==> src/rtl/rxr_pkg.sv <==
package rxr_pkg;

  localparam int DW = 8;

  typedef enum logic [2:0] {
    ST_HUNT,
    ST_START,
    ST_DATA,
    ST_PAR,
    ST_STOP,
    ST_WAITHI
  } rx_state_e;

  typedef struct packed {
    logic [DW-1:0] data;
    logic          perr;
    logic          ferr;
  } rx_char_t;

endpackage

==> src/rtl/rxr_line_front.sv <==
module rxr_line_front #(
  parameter int SYNC = 2
) (
  input  logic clk,
  input  logic rst_n,
  input  logic rxd,
  input  logic loop_en,
  input  logic loop_txd,
  output logic line
);

  logic [SYNC-1:0] sync_q;
  logic            src;

  assign src = loop_en ? loop_txd : rxd;

  generate
    if (SYNC == 1) begin : g_one
      always_ff @(posedge clk or negedge rst_n) begin
        if (!rst_n) sync_q <= '1;
        else        sync_q <= src;
      end
    end else begin : g_chain
      always_ff @(posedge clk or negedge rst_n) begin
        if (!rst_n) sync_q <= '1;
        else        sync_q <= {sync_q[SYNC-2:0], src};
      end
    end
  endgenerate

  assign line = sync_q[SYNC-1];

endmodule

==> src/rtl/rxr_deframer.sv <==
module rxr_deframer
  import rxr_pkg::*;
#(
  parameter int OS_MID = 16,
  parameter int OS_HI  = 64
) (
  input  logic     clk,
  input  logic     rst_n,
  input  logic     line,
  input  logic [1:0] cfg_len,
  input  logic     cfg_par_en,
  input  logic     cfg_par_odd,
  input  logic [1:0] cfg_rate,
  output logic     push,
  output rx_char_t pchar,
  output logic     brk
);

  localparam int CNT_W = $clog2(OS_HI + 1);

  rx_state_e        st;
  logic [CNT_W-1:0] cnt;
  logic [CNT_W-1:0] period;
  logic [CNT_W-1:0] half;
  logic [2:0]       bitidx;
  logic [2:0]       last_idx;
  logic [DW-1:0]    sh;
  logic [DW-1:0]    aligned;
  logic             pbit;
  logic             at_mark;

  always_comb begin
    case (cfg_rate)
      2'd0: begin
        period = CNT_W'(1);
        half   = '0;
      end
      2'd1: begin
        period = CNT_W'(OS_MID);
        half   = CNT_W'(OS_MID / 2);
      end
      default: begin
        period = CNT_W'(OS_HI);
        half   = CNT_W'(OS_HI / 2);
      end
    endcase
  end

  assign last_idx = {1'b0, cfg_len} + 3'd4;
  assign aligned  = sh >> (2'd3 - cfg_len);
  assign at_mark  = (cnt == period);

  always_ff @(posedge clk or negedge rst_n) begin
    if (!rst_n) begin
      st     <= ST_HUNT;
      cnt    <= CNT_W'(1);
      bitidx <= '0;
      sh     <= '0;
      pbit   <= 1'b0;
      push   <= 1'b0;
      pchar  <= '0;
      brk    <= 1'b0;
    end else begin
      push <= 1'b0;
      if (line) brk <= 1'b0;
      case (st)
        ST_HUNT: begin
          if (!line) begin
            cnt    <= CNT_W'(1);
            bitidx <= '0;
            pbit   <= 1'b0;
            st     <= (half == '0) ? ST_DATA : ST_START;
          end
        end
        ST_START: begin
          if (cnt == half) begin
            cnt <= CNT_W'(1);
            st  <= line ? ST_HUNT : ST_DATA;
          end else begin
            cnt <= cnt + CNT_W'(1);
          end
        end
        ST_DATA: begin
          if (at_mark) begin
            cnt    <= CNT_W'(1);
            sh     <= {line, sh[DW-1:1]};
            bitidx <= bitidx + 3'd1;
            if (bitidx == last_idx) st <= cfg_par_en ? ST_PAR : ST_STOP;
          end else begin
            cnt <= cnt + CNT_W'(1);
          end
        end
        ST_PAR: begin
          if (at_mark) begin
            cnt  <= CNT_W'(1);
            pbit <= line;
            st   <= ST_STOP;
          end else begin
            cnt <= cnt + CNT_W'(1);
          end
        end
        ST_STOP: begin
          if (at_mark) begin
            cnt        <= CNT_W'(1);
            push       <= 1'b1;
            pchar.data <= aligned;
            pchar.perr <= cfg_par_en & (^aligned ^ pbit ^ cfg_par_odd);
            pchar.ferr <= ~line;
            if (!line && aligned == '0 && !(cfg_par_en && pbit)) brk <= 1'b1;
            st <= line ? ST_HUNT : ST_WAITHI;
          end else begin
            cnt <= cnt + CNT_W'(1);
          end
        end
        ST_WAITHI: begin
          if (line) st <= ST_HUNT;
        end
        default: st <= ST_HUNT;
      endcase
    end
  end

  AST_PUSH_FROM_STOP: assert property (@(posedge clk) disable iff (!rst_n)
    push |-> ($past(st) == ST_STOP)) else $error("push outside stop");

endmodule

==> src/rtl/rxr_holding.sv <==
module rxr_holding
  import rxr_pkg::*;
(
  input  logic          clk,
  input  logic          rst_n,
  input  logic          push,
  input  rx_char_t      pchar,
  output logic          out_valid,
  input  logic          out_ready,
  output logic [DW-1:0] out_data,
  input  logic          err_clr,
  output logic          err_parity,
  output logic          err_overrun,
  output logic          err_framing
);

  logic take;
  logic ovr_set;

  assign take    = out_valid & out_ready;
  assign ovr_set = push & out_valid & ~out_ready;

  always_ff @(posedge clk or negedge rst_n) begin
    if (!rst_n) begin
      out_valid   <= 1'b0;
      out_data    <= '0;
      err_parity  <= 1'b0;
      err_overrun <= 1'b0;
      err_framing <= 1'b0;
    end else begin
      if (push) begin
        out_valid <= 1'b1;
        out_data  <= pchar.data;
      end else if (take) begin
        out_valid <= 1'b0;
      end
      err_parity  <= (push & pchar.perr) | (err_parity  & ~err_clr);
      err_framing <= (push & pchar.ferr) | (err_framing & ~err_clr);
      err_overrun <= ovr_set             | (err_overrun & ~err_clr);
    end
  end

  AST_VALID_HOLD: assert property (@(posedge clk) disable iff (!rst_n)
    out_valid && !out_ready |=> out_valid) else $error("valid dropped");
  AST_DATA_STABLE: assert property (@(posedge clk) disable iff (!rst_n)
    out_valid && !out_ready && !push |=> $stable(out_data)) else $error("data moved");
  AST_OVR_FLAG: assert property (@(posedge clk) disable iff (!rst_n)
    push && out_valid && !out_ready |=> err_overrun) else $error("overrun missed");

endmodule

==> src/rtl/rxr_async_rx.sv <==
module rxr_async_rx
  import rxr_pkg::*;
#(
  parameter int SYNC   = 2,
  parameter int OS_MID = 16,
  parameter int OS_HI  = 64
) (
  input  logic       clk,
  input  logic       rst_n,
  input  logic       rxd,
  input  logic       loop_en,
  input  logic       loop_txd,
  input  logic [1:0] cfg_len,
  input  logic       cfg_par_en,
  input  logic       cfg_par_odd,
  input  logic [1:0] cfg_rate,
  output logic       rx_valid,
  input  logic       rx_ready,
  output logic [7:0] rx_data,
  input  logic       err_clr,
  output logic       err_parity,
  output logic       err_overrun,
  output logic       err_framing,
  output logic       brk_det
);

  logic     line;
  logic     push;
  rx_char_t pchar;

  rxr_line_front #(.SYNC(SYNC)) u_front (
    .clk      (clk),
    .rst_n    (rst_n),
    .rxd      (rxd),
    .loop_en  (loop_en),
    .loop_txd (loop_txd),
    .line     (line)
  );

  rxr_deframer #(.OS_MID(OS_MID), .OS_HI(OS_HI)) u_deframer (
    .clk         (clk),
    .rst_n       (rst_n),
    .line        (line),
    .cfg_len     (cfg_len),
    .cfg_par_en  (cfg_par_en),
    .cfg_par_odd (cfg_par_odd),
    .cfg_rate    (cfg_rate),
    .push        (push),
    .pchar       (pchar),
    .brk         (brk_det)
  );

  rxr_holding u_holding (
    .clk         (clk),
    .rst_n       (rst_n),
    .push        (push),
    .pchar       (pchar),
    .out_valid   (rx_valid),
    .out_ready   (rx_ready),
    .out_data    (rx_data),
    .err_clr     (err_clr),
    .err_parity  (err_parity),
    .err_overrun (err_overrun),
    .err_framing (err_framing)
  );

  AST_BRK_CLEAR: assert property (@(posedge clk) disable iff (!rst_n)
    line |=> !brk_det) else $error("break held on high line");

endmodule

==> config.mk <==
export PLATFORM = sky130hd
export DESIGN_NAME = rxr_async_rx
export DESIGN_NICKNAME = d
export VERILOG_FILES = /design/src/rtl/rxr_pkg.sv /design/src/rtl/rxr_line_front.sv /design/src/rtl/rxr_deframer.sv /design/src/rtl/rxr_holding.sv /design/src/rtl/rxr_async_rx.sv
export SDC_FILE = /design/constraint.sdc
export NUM_CORES = 1
export LEC_CHECK = 0
export BUFFER_PORTS_ARGS = -buffer_cell sky130_fd_sc_hd__buf_4
export CAP_MARGIN = 20
export CELL_PAD_IN_SITES_DETAIL_PLACEMENT = 2
export CELL_PAD_IN_SITES_GLOBAL_PLACEMENT = 2
export CORE_ASPECT_RATIO = 1.25
export CORE_UTILIZATION = 25
export CTS_CLUSTER_DIAMETER = 80
export DETAILED_ROUTE_END_ITERATION = 10
export PLACE_DENSITY = 0.66
export SLEW_MARGIN = 40
export SYNTH_ARGS = -nofsm -noshare
export SYNTH_HDL_FRONTEND = slang
export SYNTH_SLANG_ARGS = --single-unit
==> constraint.sdc <==
create_clock -name clk -period 2.6 [get_ports clk]
set_clock_uncertainty 0.15 [all_clocks]
set_input_delay 0 -clock clk [delete_from_list [all_inputs] [get_ports clk]]
set_output_delay 0 -clock clk [all_outputs]
set_load 0.02 [all_outputs]
==> flow_summary.yaml <==
layout:
  nets: 298
  diodes: 0
  synthToLayoutAreaGrowth_pct: 21.6
  fin_util_pct: 31.1
  layout-drive-gt1-share_pct: 26.5
logic_synthesis:
  ys_top_cells_by_count: "45 x dfrtp_1, 31 x nand2_1, 27 x o21ai_0"
  synthTopCellsByArea: "dfrtp_1 44%, mux2_2 10%, o21ai_0 5.2%"
  synth_largest_area_cell: "dfrtp_1"
  seq_area_frac_synth_pct: 46.8
  syn_nets: 267
  synth_edf_count: 0
  netlist_area_um2: 2570
  syn_area_per_cell_um2: 10.4
  yosysMostFrequentCell: "dfrtp_1"
  ys_warn_count: 0
  ys_seq_elements: 48
  yosys.area.top_type_share_pct: 43.7
  async_flop_share_pct: 100
  synth_cell_types: 51
  yosys_most_used_dff: "dfrtp_1"
  syn_inst: 247
setup_path:
  crit_required_ps: 2620
  path_cells: "nor4_1 > o21a_2 > and3_1 > mux2_2 > a22o_1"
  cpLargestDelayFamily: "simple AND/OR/NAND/NOR gates"
  slowest_delay_ps: 460
  crit_path_start_kind: "register"
  crit_slowest_cell: "dfrtp_1"
  critPathCaptureType: "register"
  reg2reg_to: "u_deframer.bitidx[0]$_DFFE_PN0P_"
  r2r-start: "u_deframer.cnt[2]$_DFFE_PN0P_"
  critical_path_class: "reg -> reg"
  cp_num_buf_inv: 0
  crit_path_start: "u_deframer.cnt[2]$_DFFE_PN0P_"
  cp_max_fo: 7
  reg2reg_slack_ps: 320
  r2r_cells: 5
  arrival_ps: 2310
detailed_routing:
  wl_per_cell_um: 14.9
  vias: 1945
  drcViolationCount: 0
  finalWirelength_um: 6070
  drtIter0Drc: 80
  postRouteAntennaNets: 0
  viasPerCell: 4.77
  firstDrtPassIters: 3
global_route:
  overflow: 0
  grt_max_degree: 49
  grtUsageTotal_pct: 12.6
  antenna_found_initial: 0
  grt_pass1_wl_um: 10700
  grt_pass1_vias: 2172
hold_path:
  hold_class: "in -> reg"
  worstHoldStart: "cfg_par_odd"
  worstHoldEndpoint: "u_deframer.pchar[1]$_DFFE_PN0P_"
  holdPathStages: 4
placement:
  dpl.hpwl_um: 4490
  pre_cts_slack_ps: 323
  port-buffer-count: 25
  gp_congestion: 0.720
clock_network:
  ctsResizeCount: 0
  postCtsSetupBuffers: 0
  insertion_delay_ps: 280
  cts_buffer_depth: 2
  cts.clk_slew.worst_paths_ps: 70
  clock-sinks: 48
  root_buffer: "clkbuf_16"
  cts_tree: "built"
  cts_inserted_buffers: 5
  htree_levels: 2
sta:
  rsz0062_at_grt: "no"
  tightestPinTransition_ps: 624
  slew_viol_final: 0
  fmax_mhz: 438
  setup_slack_ps: 315
  fin_crit_sh_pct: 87.9
  relSlewSlack_pct: 58.4
  hold_viol_final: 0
  min_period_ps: 2280
  setup_viol: 0
  fin_tns_setup_ps: 0
floorplan:
  ios: 26
  die_x_um: 92.8
  fp-row-count: 41
  start_util_pct: 25.6
  die_h_um: 115
  core_um2: 10100
  die-area_um2: 10700
power_and_ir_drop:
  p_leak_uw: 0.00146
  ir_drop_mv: 0.329
  p_per_area_nw_per_um2: 873
job:
  drv_cap: 0
outcome:
  outcome: "finished clean"
## what timing repair did
item,CTS,global route
hold endpoints to repair,57,0
hold buffers,8,0
endpoints found under the setup margin,0,0
## layer usage
layer	vias up	routed length, um	track usage [%]
met5	-	0	0
met4	0	37	3.38
met3	4	110	1.77
met2	18	3320	23.9
met1	990	2600	14.7
li1	933	-	-
## flip-flops by register name, indices dropped and copies added (netlist names), 2 cells and up
| name | count |
|---|---|
| u_deframer.st | 3 |
| u_deframer.bitidx | 3 |
| u_front.sync_q | 2 |
| u_holding.out_data | 8 |
| u_deframer.cnt | 7 |
| u_deframer.sh | 8 |
| u_deframer.pchar | 10 |
## how the worst max path moves through the flow
| stage | endpoint | slack, ps | cells past startpoint |
|---|---|---|---|
| after floorplan | u_deframer.st[0]$_DFFE_PN0P_ | 570 | 6 |
| after global placement | u_deframer.pchar[1]$_DFFE_PN0P_ | 370 | 7 |
| after detailed placement | u_deframer.bitidx[0]$_DFFE_PN0P_ | 320 | 5 |
| after CTS | u_deframer.pchar[1]$_DFFE_PN0P_ | 270 | 9 |
| after global routing | u_deframer.pchar[1]$_DFFE_PN0P_ | 90 | 9 |
| final | u_deframer.bitidx[0]$_DFFE_PN0P_ | 320 | 5 |
## where the power goes
| part | switching [uW] | internal, uW | leakage (uW) |
|---|---|---|---|
| clock | 284 | 457 | 0.0000804 |
| sequential | 200 | 890 | 0.000652 |
| combinational | 487 | 414 | 0.000726 |
| total | 972 | 1760 | 0.00146 |
## cell type report
cell class	count	area, um^2
clock buffer	5	125
inverter	10	37.5
fill	1124	6920
tap	129	161
clock inverter	3	46.3
multi-input combinational	177	1270
timing repair buffer	36	290
sequential	48	1200
## metrics by stage
stage	hold slack (ps)	area (um^2)	total power, uW	instances
floorplan	-446	2570	1740	247
global placement	-79.4	2880	1980	392
detailed placement	-78.2	2880	2020	392
CTS	24.5	3130	2790	408
global route	62.7	3130	2930	408
finish	22.7	3130	2730	408
## worst register-to-register path: stages (launching register included)
cell	delay [ps]
dfrtp_1	460
nor4_1	390
o21a_2	230
and3_1	380
mux2_2	390
a22o_1	180
## cells by family after synthesis
| logic type | count (synthesis) | synth area share, % |
|---|---|---|
| xor gates and xnor gates | 8 | 2.72 |
| muxes | 31 | 13.3 |
| adders and majority gates | 7 | 3.40 |
| and+or+nand+nor | 76 | 15.3 |
| DFF | 48 | 46.8 |
| AOI/OAI and AO/OA | 55 | 14.5 |
| buffers and inverters | 22 | 4.03 |
## placed cells by master (no fill, tap or decap), drive strengths merged, types with 2 or more instances in the layout
cell type / n
dfrtp: 45
nand2: 31
o21ai: 29
buf: 28
mux2: 25
nor2: 15
inv: 11
dlygate4sd3: 8
ha: 7
mux2i: 6
xnor2: 6
nor3: 6
a21oi: 5
a22o: 5
clkbuf: 5
nand3: 5
or2: 4
and3: 3
dfstp: 3
o211ai: 3
nor2b: 2
nand4: 2
a211oi: 2
o31ai: 2
xor2: 2
o21a: 2
a31oi: 2
nor4b: 2
Note: power is estimated with default switching activity, not from simulation.
